==> src/rtl/irq_pkg.sv <==
package irq_pkg;
  localparam int LVL_N = 4;
  localparam int LVL_W = 2;

  typedef logic [LVL_W-1:0] lvl_t;
  typedef logic [LVL_N-1:0] svc_t;

  // clear the highest set bit of the in-service vector
  function automatic svc_t drop_top(input svc_t v);
    svc_t r;
    logic done;
    r = v;
    done = 1'b0;
    for (int i = LVL_N - 1; i >= 0; i--) begin
      if (!done && v[i]) begin
        r[i] = 1'b0;
        done = 1'b1;
      end
    end
    return r;
  endfunction
endpackage

==> src/rtl/irq_pin_capture.sv <==
module irq_pin_capture #(
  parameter int NUM_EXT = 2
) (
  input  logic               clk,
  input  logic               rst,
  input  logic [NUM_EXT-1:0] pin_n,
  output logic [NUM_EXT-1:0] fall,
  output logic [NUM_EXT-1:0] low
);
  logic [NUM_EXT-1:0] d1_q, d2_q;

  always_ff @(posedge clk) begin
    if (rst) begin
      d1_q <= '1;
      d2_q <= '1;
    end else begin
      d1_q <= pin_n;
      d2_q <= d1_q;
    end
  end

  for (genvar k = 0; k < NUM_EXT; k++) begin : g_pin
    assign fall[k] = d2_q[k] & ~d1_q[k];
    assign low[k]  = ~d1_q[k];
  end
endmodule

==> src/rtl/irq_req_bank.sv <==
module irq_req_bank #(
  parameter int                  NUM_SRC  = 11,
  parameter int                  SRC_W    = 4,
  parameter int                  EXT0_SRC = 0,
  parameter int                  EXT1_SRC = 2,
  parameter logic [NUM_SRC-1:0]  AUTO_CLR = 'h00F
) (
  input  logic               clk,
  input  logic               rst,
  input  logic [NUM_SRC-1:0] src_set,
  input  logic [NUM_SRC-1:0] src_clr,
  input  logic [1:0]         ext_fall,
  input  logic [1:0]         ext_low,
  input  logic [1:0]         ext_edge_mode,
  input  logic [NUM_SRC-1:0] en_mask,
  input  logic               ack_fire,
  input  logic [SRC_W-1:0]   ack_idx,
  output logic [NUM_SRC-1:0] flags,
  output logic [NUM_SRC-1:0] samp
);
  logic [NUM_SRC-1:0] ack_oh;
  logic [NUM_SRC-1:0] flags_nxt;

  assign ack_oh = ack_fire ? (NUM_SRC'(1) << ack_idx) : '0;

  for (genvar i = 0; i < NUM_SRC; i++) begin : g_src
    logic keep;
    assign keep = flags[i] & ~src_clr[i] & ~(ack_oh[i] & AUTO_CLR[i]);
    if (i == EXT0_SRC || i == EXT1_SRC) begin : g_ext
      localparam int K = (i == EXT0_SRC) ? 0 : 1;
      assign flags_nxt[i] = ext_edge_mode[K] ? (keep | ext_fall[K]) : ext_low[K];
    end else begin : g_int
      assign flags_nxt[i] = keep | src_set[i];
    end
  end

  always_ff @(posedge clk) begin
    if (rst) begin
      flags <= '0;
      samp  <= '0;
    end else begin
      flags <= flags_nxt;
      // polled copy: enabled requests only, acknowledged one withdrawn
      samp  <= flags & en_mask & ~ack_oh;
    end
  end
endmodule

==> src/rtl/irq_pick.sv <==
module irq_pick
  import irq_pkg::*;
#(
  parameter int NUM_SRC = 11,
  parameter int SRC_W   = 4
) (
  input  logic [NUM_SRC-1:0] samp,
  input  logic [NUM_SRC-1:0] prio_lo,
  input  logic [NUM_SRC-1:0] prio_hi,
  output logic               cand_v,
  output logic [SRC_W-1:0]   cand_idx,
  output lvl_t               cand_lvl
);
  always_comb begin
    cand_v   = 1'b0;
    cand_idx = '0;
    cand_lvl = '0;
    // descending scan with >= leaves the lowest index on ties
    for (int i = NUM_SRC - 1; i >= 0; i--) begin
      if (samp[i] && (!cand_v || {prio_hi[i], prio_lo[i]} >= cand_lvl)) begin
        cand_v   = 1'b1;
        cand_idx = SRC_W'(i);
        cand_lvl = {prio_hi[i], prio_lo[i]};
      end
    end
  end
endmodule

==> src/rtl/irq_svc_track.sv <==
module irq_svc_track
  import irq_pkg::*;
#(
  parameter int          SRC_W    = 4,
  parameter int          ADDR_W   = 16,
  parameter logic [15:0] VEC_BASE = 16'h0003,
  parameter int          VEC_STEP = 8
) (
  input  logic              clk,
  input  logic              rst,
  input  logic              instr_done,
  input  logic              instr_is_reti,
  input  logic              cfg_wr,
  input  logic              glb_en,
  input  logic              cand_v,
  input  logic [SRC_W-1:0]  cand_idx,
  input  lvl_t              cand_lvl,
  output logic              fire,
  output logic              ack_valid,
  output logic [SRC_W-1:0]  ack_src,
  output lvl_t              ack_lvl,
  output logic [ADDR_W-1:0] ack_vec,
  output svc_t              in_svc
);
  logic blk_q;
  logic blocked;
  logic higher_ok;

  assign blocked   = blk_q | cfg_wr | instr_is_reti;
  assign higher_ok = ((in_svc >> cand_lvl) == '0);
  assign fire      = instr_done & ~blocked & glb_en & cand_v & higher_ok;

  always_ff @(posedge clk) begin
    if (rst) begin
      blk_q     <= 1'b0;
      in_svc    <= '0;
      ack_valid <= 1'b0;
      ack_src   <= '0;
      ack_lvl   <= '0;
      ack_vec   <= '0;
    end else begin
      // a settings write early in a multi-cycle instruction still blocks it
      if (instr_done)  blk_q <= 1'b0;
      else if (cfg_wr) blk_q <= 1'b1;

      ack_valid <= fire;
      if (fire) begin
        ack_src <= cand_idx;
        ack_lvl <= cand_lvl;
        ack_vec <= ADDR_W'(VEC_BASE) + ADDR_W'(VEC_STEP) * ADDR_W'(cand_idx);
        in_svc  <= in_svc | (svc_t'(1) << cand_lvl);
      end else if (instr_done && instr_is_reti) begin
        in_svc  <= drop_top(in_svc);
      end
    end
  end
endmodule

==> src/rtl/irq_arbiter.sv <==
module irq_arbiter
  import irq_pkg::*;
#(
  parameter int                 NUM_SRC  = 11,
  parameter int                 EXT0_SRC = 0,
  parameter int                 EXT1_SRC = 2,
  parameter logic [NUM_SRC-1:0] AUTO_CLR = 'h00F,
  parameter int                 ADDR_W   = 16,
  parameter logic [15:0]        VEC_BASE = 16'h0003,
  parameter int                 VEC_STEP = 8,
  localparam int                SRC_W    = $clog2(NUM_SRC)
) (
  input  logic               clk,
  input  logic               rst,
  input  logic [NUM_SRC-1:0] src_set,
  input  logic [NUM_SRC-1:0] src_clr,
  input  logic [1:0]         ext_pin_n,
  input  logic [1:0]         ext_edge_mode,
  input  logic [NUM_SRC-1:0] en_mask,
  input  logic               glb_en,
  input  logic [NUM_SRC-1:0] prio_lo,
  input  logic [NUM_SRC-1:0] prio_hi,
  input  logic               instr_done,
  input  logic               instr_is_reti,
  input  logic               cfg_wr,
  output logic               ack_valid,
  output logic [SRC_W-1:0]   ack_src,
  output logic [1:0]         ack_lvl,
  output logic [ADDR_W-1:0]  ack_vec,
  output logic [3:0]         in_svc,
  output logic [NUM_SRC-1:0] irq_pend
);
  logic [1:0]         ext_fall, ext_low;
  logic [NUM_SRC-1:0] samp;
  logic               cand_v, fire;
  logic [SRC_W-1:0]   cand_idx;
  lvl_t               cand_lvl;

  irq_pin_capture #(.NUM_EXT(2)) pins_i (
    .clk(clk), .rst(rst), .pin_n(ext_pin_n), .fall(ext_fall), .low(ext_low)
  );

  irq_req_bank #(
    .NUM_SRC(NUM_SRC), .SRC_W(SRC_W), .EXT0_SRC(EXT0_SRC),
    .EXT1_SRC(EXT1_SRC), .AUTO_CLR(AUTO_CLR)
  ) bank_i (
    .clk(clk), .rst(rst), .src_set(src_set), .src_clr(src_clr),
    .ext_fall(ext_fall), .ext_low(ext_low), .ext_edge_mode(ext_edge_mode),
    .en_mask(en_mask), .ack_fire(fire), .ack_idx(cand_idx),
    .flags(irq_pend), .samp(samp)
  );

  irq_pick #(.NUM_SRC(NUM_SRC), .SRC_W(SRC_W)) pick_i (
    .samp(samp), .prio_lo(prio_lo), .prio_hi(prio_hi),
    .cand_v(cand_v), .cand_idx(cand_idx), .cand_lvl(cand_lvl)
  );

  irq_svc_track #(
    .SRC_W(SRC_W), .ADDR_W(ADDR_W), .VEC_BASE(VEC_BASE), .VEC_STEP(VEC_STEP)
  ) svc_i (
    .clk(clk), .rst(rst), .instr_done(instr_done),
    .instr_is_reti(instr_is_reti), .cfg_wr(cfg_wr), .glb_en(glb_en),
    .cand_v(cand_v), .cand_idx(cand_idx), .cand_lvl(cand_lvl),
    .fire(fire), .ack_valid(ack_valid), .ack_src(ack_src),
    .ack_lvl(ack_lvl), .ack_vec(ack_vec), .in_svc(in_svc)
  );
endmodule

==> config.mk <==
export PLATFORM = sky130hd
export DESIGN_NAME = irq_arbiter
export DESIGN_NICKNAME = d
export VERILOG_FILES = /design/src/rtl/irq_pkg.sv /design/src/rtl/irq_pin_capture.sv /design/src/rtl/irq_req_bank.sv /design/src/rtl/irq_pick.sv /design/src/rtl/irq_svc_track.sv /design/src/rtl/irq_arbiter.sv
export SDC_FILE = /design/constraint.sdc
export NUM_CORES = 1
export LEC_CHECK = 0
export BUFFER_PORTS_ARGS = -buffer_cell sky130_fd_sc_hd__clkbuf_2
export CORE_UTILIZATION = 50
export CTS_CLUSTER_DIAMETER = 200
export DETAILED_ROUTE_END_ITERATION = 8
export PLACE_DENSITY_LB_ADDON = 0.2
export SLEW_MARGIN = 10
export SYNTH_ARGS = -nofsm -noshare
export SYNTH_HDL_FRONTEND = slang
export SYNTH_SLANG_ARGS = --single-unit
==> constraint.sdc <==
create_clock -name clk -period 18.3 [get_ports clk]
set_clock_uncertainty 0.1 [all_clocks]
set_input_delay 0 -clock clk [delete_from_list [all_inputs] [get_ports clk]]
set_output_delay 0 -clock clk [all_outputs]
set_load 0.01 [all_outputs]
==> impl_metrics.tcl, run 1 <==
set metrics [dict create \
    outcome "completed" \
    cp.arrival_ns 15.44 \
    die_x_um 77.7 \
    cts_tree "done" \
    yosys_register_bits 39 \
    core_area_sq_um 5510 \
    r2r_slack_ns 2.95 \
    setup_tns_ns 0 \
    routed_wl_mm 7.65 \
    ys_types 66 \
    min_path_cells 4 \
    crit_path_max_incr_delay_ns 0.54 \
    die_h_um 77.7 \
    synth_mux_area_share_pct 0.785 \
    clkLatencyLatePin_ns 0.29 \
    hold_viol_final 0 \
    leakage_nw 1.78 \
    critPathRequiredTime_ns 18.38 \
    drive_above_1_share_pct 24.8 \
    syn_area_sq_um 2870 \
    setup_viol 0 \
    async_flop_share_pct 0 \
    yosys.area_share.simple_pct 25.5 \
    drt_iter0_drc 83 \
    hp-class "input port to flop" \
    num_rows 27 \
    grt_setup_unrepaired "false" \
    port_buffers 90 \
    antenna_found_initial 0 \
    start_kind "flop" \
    cap_violations 0 \
    fin_crit_sh_pct 83.9 \
    r2r-start "bank_i.samp[10]$_SDFF_PP0_" \
    min-delay-start "ext_edge_mode[1]" \
    power_density_nw_per_um2 60.5 \
    p_total_uw 229 \
    yosys_warnings 0 \
    grt_usage_pct 26.4 \
    grt_pass1_wl_mm 13.0 \
    fmax_mhz 65.1 \
    place_congestion 0.868 \
    min_to "bank_i.flags[2]$_SDFF_PP0_" \
    synth_edf_count 0 \
    drt-pass1-iter-count 5 \
    clkTransAtPathRegs_ns 0.08 \
    die_area_sq_um 6040 \
    ys_seq_area_share_pct 27.2 \
    antenna_cells 0 \
    synth_fa_ha_area_share_pct 7.37 \
    grt_max_degree 40 \
    drtAntennaViolNets 0 \
    grt_overflow_total 0 \
    cp_slowest_cell "dlygate4sd3_1" \
    final_max_slew_viol_count 0 \
    synthCells 372 \
    numCtsBuffers 5 \
    synth_top_area_share_pct 27.2 \
    wl_per_cell_um 13.5 \
    cts_sinks 39 \
    synth_compound_area_share_pct 30.0 \
    final_nets 576 \
    synth_flop_cell "dfxtp_1" \
    crit_path_max_fanout 9 \
    yosys.area.top_type "dfxtp_1" \
    hpwl_mm 5.52 \
    rr_endpoint "bank_i.flags[0]$_SDFF_PP0_" \
    avgSynthCellArea_sq_um 7.71 \
    vdd_drop_max_mv 0.0572 \
    post-route-util_pct 68.8 \
    synthXorXnorAreaFrac_pct 0 \
    place_ws_ns 3.52 \
    grt_pass1_vias 3031 \
    h-tree-depth 2 \
    crit_path_end_kind "flop" \
    num_vias 3160 \
    synth_area_leaders "dfxtp_1, ha_1, a21oi_1, nand2_1, nor2_1" \
    synth_top_family_by_area "compound AO/OA/AOI/OAI gates" \
    crit_family "compound AO/OA/AOI/OAI gates" \
    root_buffer "clkbuf_8" \
    r2r_cells 70 \
    slew_headroom_pct 49.2 \
    area_growth_pct 32.2 \
    cp_num_buf_inv 2 \
    setup_ws_ns 2.95 \
    boundaryPins 103 \
    period_needed_ns 15.35 \
    tightest_slew_ns 0.762 \
    criticalPathCategory "flop to flop" \
    clockBufferDepth 2 \
    viasPerCell 5.56 \
    start_util_pct 52.1 \
    drc 0 \
]
-- how the worst max path moves through the flow --
stage | startpoint | to | depth (start not counted)
global placement | bank_i.samp[10]$_SDFF_PP0_ | bank_i.samp[4]$_SDFF_PP0_ | 67
floorplan | bank_i.samp[10]$_SDFF_PP0_ | bank_i.samp[4]$_SDFF_PP0_ | 71
global route | bank_i.samp[10]$_SDFF_PP0_ | bank_i.flags[0]$_SDFF_PP0_ | 69
CTS | bank_i.samp[10]$_SDFF_PP0_ | bank_i.flags[0]$_SDFF_PP0_ | 70
detailed placement | bank_i.samp[10]$_SDFF_PP0_ | bank_i.samp[4]$_SDFF_PP0_ | 69
finish | bank_i.samp[10]$_SDFF_PP0_ | bank_i.flags[0]$_SDFF_PP0_ | 70
-- worst min-delay path, cell delays in order --
cell,delay [ns]
clkbuf_2,0.09
nand3b_1,0.11
o22a_1,0.14
o21ai_0,0.06
-- layout make-up --
class | instances | area, sq um
clock buffers | 8 | 100
fillers | 465 | 1720
inverters | 31 | 116
multi-input cells | 289 | 1860
flip-flops and latches | 39 | 781
well taps | 72 | 90.1
repair buffers | 129 | 841
-- registers in the layout (all words and copies together), names as in the netlist --
name / count
svc_i.in_svc: 4
pins_i.d2_q: 2
svc_i.ack_valid: 1
bank_i.samp: 11
pins_i.d1_q: 2
svc_i.ack_lvl: 2
svc_i.ack_vec: 1
svc_i.blk_q: 1
bank_i.flags: 11
svc_i.ack_src: 4
-- cell usage in the layout, fill, tap and decap left out, types with 3 or more instances in the layout --
cell           synthesis  layout
clkbuf_8               0       7
nand2_1               36      36
nand4_1                3       3
nand3_1               14      14
or2_2                  5       5
a211oi_2               5       5
ha_1                  16      16
nor4_1                 3       3
and2_1                 7       7
clkbuf_2               0      90
a211o_1                5       5
nand2b_1              11      11
conb_1                 1      10
nor2_1                32      32
dfxtp_1               39      39
inv_1                 31      31
dlygate4sd3_1          0      39
nor2b_1                7       7
o22ai_1                4       4
a21oi_1               33      33
o21ai_0               20      20
a31oi_1                8       8
nand3b_1               4       4
a221oi_1               4       4
a211oi_1               7       7
a21o_1                 4       4
nor3_1                 4       4
-- kinds of logic (layout without fill, tap and decap cells) --
logic type	Yosys count	after routing
and+or+nand+nor	141	141
AOI/OAI and AO/OA	120	120
buffers and inverters	53	168
DFF	39	39
adders and majority gates	17	17
other	1	10
muxes	1	1
-- synthesized netlist by cell type (2+ instances only) --
master,count
nand2b_1,11
or3b_2,2
o21ai_0,20
a211oi_2,5
o21bai_1,2
or2_2,5
a21oi_1,33
buf_4,15
a211oi_1,7
buf_2,2
nor2b_1,7
nand3_1,14
nor2_1,32
nor4_1,3
and2_1,7
dfxtp_1,39
o22ai_1,4
inv_1,31
a221oi_1,4
a211o_1,5
o31a_1,2
o31ai_1,2
ha_1,16
a31oi_1,8
nand3b_1,4
nor3_1,4
o21a_1,2
nand2_1,36
or2_1,2
a22oi_2,2
and3_1,2
nand4_1,3
a21o_1,4
clkbuf_1,5
-- report_power, final --
group | internal [mW] | switching, mW
Sequential | 0.0886 | 0.00330
Clock | 0.0344 | 0.0297
Combinational | 0.0330 | 0.0404
Total | 0.156 | 0.0733
-- stage by stage --
step	hold WS [ns]	instances	area (sq um)
finish	0.0614	568	3790
global route	0.114	568	3790
CTS	0.0532	568	3790
detailed placement	0.0877	521	3300
global placement	0.0828	521	3300
floorplan	-0.0207	381	2900
-- per-layer routing --
layer / vias to the layer above / routed length (um) / GRT usage, % / part of all wire (%)
met2: 129 / 3650 / 46.2 / 48
met5: - / 0 / 0 / 0
met4: 0 / 209 / 9.81 / 2.7
li1: 1566 / - / - / -
met3: 26 / 426 / 4.47 / 5.6
met1: 1439 / 3370 / 32.0 / 44
-- timing repair --
action | in CTS | in global routing
buffers inserted | 0 | 0
hold buffers | 39 | 0
hold endpoints to repair | 28 | 0
gates resized for setup | 0 | 0
(Power assumes the default switching activity.)
==> inputs of run 2 (changes only) <==
- CORE_UTILIZATION: 50 -> 46
- clock period: 18.3 -> 14.05 ns (I/O delays scaled with it)
==> impl_metrics.tcl, run 2 (synthesized netlist as in run 1, its figures left out) <==
set metrics [dict create \
    outcome "completed" \
    start_util_pct 48.2 \
    crit_path_max_incr_delay_ns 0.39 \
    crit_path_end_kind "flop" \
    cap_violations 0 \
    r2r_slack_ns 0.59 \
    min_path_cells 4 \
    final_max_slew_viol_count 0 \
    clockBufferDepth 2 \
    mostFrequentLayoutCell "clkbuf_2" \
    p_total_uw 346 \
    grt_max_degree 40 \
    top_regs "bank_i.flags: 11 flops, bank_i.samp: 11 flops" \
    min-delay-start "src_clr[2]" \
    critPathRequiredTime_ns 14.13 \
    root_buffer "clkbuf_8" \
    routed_wl_mm 8.22 \
    cp_slowest_cell "a311o_2" \
    drc 0 \
    port_buffers 90 \
    final_cell_mix "clkbuf_2, buf_4, dfxtp_1, dlygate4sd3_1, nand2_1" \
    place_ws_ns -0.00199 \
    hpwl_mm 5.85 \
    die_area_sq_um 6550 \
    r2r-start "bank_i.samp[10]$_SDFF_PP0_" \
    hold_viol_final 0 \
    post-route-util_pct 71.1 \
    crit_top_cell "ha_1" \
    leakage_nw 2.01 \
    vdd_drop_max_mv 0.0751 \
    viasPerCell 5.34 \
    clkLatencyLatePin_ns 0.29 \
    clkTransAtPathRegs_ns 0.08 \
    die_x_um 81.0 \
    setup_tns_ns 0 \
    criticalPathCategory "flop to flop" \
    r2r_cells 72 \
    crit_path_max_fanout 8 \
    num_vias 3265 \
    min_to "bank_i.flags[2]$_SDFF_PP0_" \
    grt_overflow_total 0 \
    num_rows 28 \
    setup_viol 0 \
    drtAntennaViolNets 0 \
    stdcell_area_sq_um 4230 \
    boundaryPins 103 \
    grt_usage_pct 25.5 \
    drt_iter0_drc 164 \
    final_nets 615 \
    rr_endpoint "bank_i.samp[3]$_SDFF_PP0_" \
    h-tree-depth 2 \
    core_area_sq_um 5960 \
    cts_sinks 39 \
    period_needed_ns 13.46 \
    wl_per_cell_um 13.4 \
    power_density_nw_per_um2 81.9 \
    area_growth_pct 47.6 \
    start_kind "flop" \
    die_h_um 81.0 \
    place_congestion 0.879 \
    fmax_mhz 74.3 \
    antenna_found_initial 1 \
    tightest_slew_ns 0.768 \
    fin_crit_sh_pct 95.8 \
    drt-pass1-iter-count 4 \
    hp-class "input port to flop" \
    numCtsBuffers 5 \
    drive_above_1_share_pct 34.6 \
    slew_headroom_pct 48.8 \
    setup_ws_ns 0.590 \
    cp.arrival_ns 13.54 \
    grt_pass1_vias 3022 \
    grt_pass1_wl_mm 13.2 \
    placed_area_sq_um 3560 \
    cts_tree "done" \
]
## run 2: power breakdown
part,internal (mW),total [mW],switching (mW)
logic,0.0578,0.116,0.0584
registers,0.115,0.120,0.00442
clock network,0.0708,0.111,0.0398
## run 2: worst max path at each step
| stage | startpoint | end | slack [ns] | cells past startpoint |
|---|---|---|---|---|
| after CTS | bank_i.samp[10]$_SDFF_PP0_ | bank_i.samp[6]$_SDFF_PP0_ | 0.1 | 70 |
| after global routing | bank_i.samp[10]$_SDFF_PP0_ | svc_i.ack_src[2]$_SDFFE_PP0P_ | -0.10 | 72 |
| after global placement | bank_i.samp[10]$_SDFF_PP0_ | bank_i.samp[4]$_SDFF_PP0_ | 0.34 | 69 |
| final | bank_i.samp[10]$_SDFF_PP0_ | bank_i.samp[3]$_SDFF_PP0_ | 0.59 | 72 |
| after detailed placement | bank_i.samp[10]$_SDFF_PP0_ | bank_i.samp[6]$_SDFF_PP0_ | -0.002 | 70 |
| after floorplan | bank_i.samp[10]$_SDFF_PP0_ | bank_i.samp[4]$_SDFF_PP0_ | 0.81 | 71 |
## run 2: stage by stage
| step | hold WS (ns) | std cells |
|---|---|---|
| 2_1_floorplan | -0.0207 | 381 |
| 3_3_place_gp | 0.0842 | 558 |
| 3_5_place_dp | 0.0838 | 558 |
| 4_1_cts | 0.0208 | 604 |
| 5_1_grt | 0.0766 | 611 |
| 6_report | 0.0214 | 611 |
## run 2: layer usage
| layer | global-route usage, % | share of wire (%) | up-vias |
|---|---|---|---|
| li1 | - | - | 1647 |
| met1 | 31.7 | 45 | 1500 |
| met2 | 45.5 | 49 | 104 |
| met3 | 4.04 | 4.3 | 14 |
| met4 | 6.61 | 1.3 | 0 |
| met5 | 0 | 0 | - |
## run 2: timing repair
| item | CTS | global route |
|---|---|---|
| pin swaps | 0 | 11 |
| endpoints found under the setup margin | 4 | 27 |
| buffers inserted | 0 | 6 |
| hold buffers | 38 | 0 |
| endpoints found under the hold margin | 28 | 0 |
| gates cloned | 0 | 0 |
| resized for setup | 2 | 27 |
## run 2: final cells by class
class,instances,area (sq um)
Multi-Input combinational cell,289,1970
Fill cell,479,1720
Timing Repair Buffer,168,1130
Sequential cell,39,785
Inverter,31,116
Tap cell,75,93.8
Clock buffer,5,68.8
Clock inverter,3,67.6
Antenna cell,1,2.50
## run 2: critical path, delay by kind of cell, from the launching register on
family                   cells  cell delay [ns]
AO/OA/AOI/OAI               27             5.72
buffers and inverters        5             0.64
flip-flops                   1             0.38
adder cells (fa/ha/maj)     11             2.91
AND/OR/NAND/NOR             29             3.60
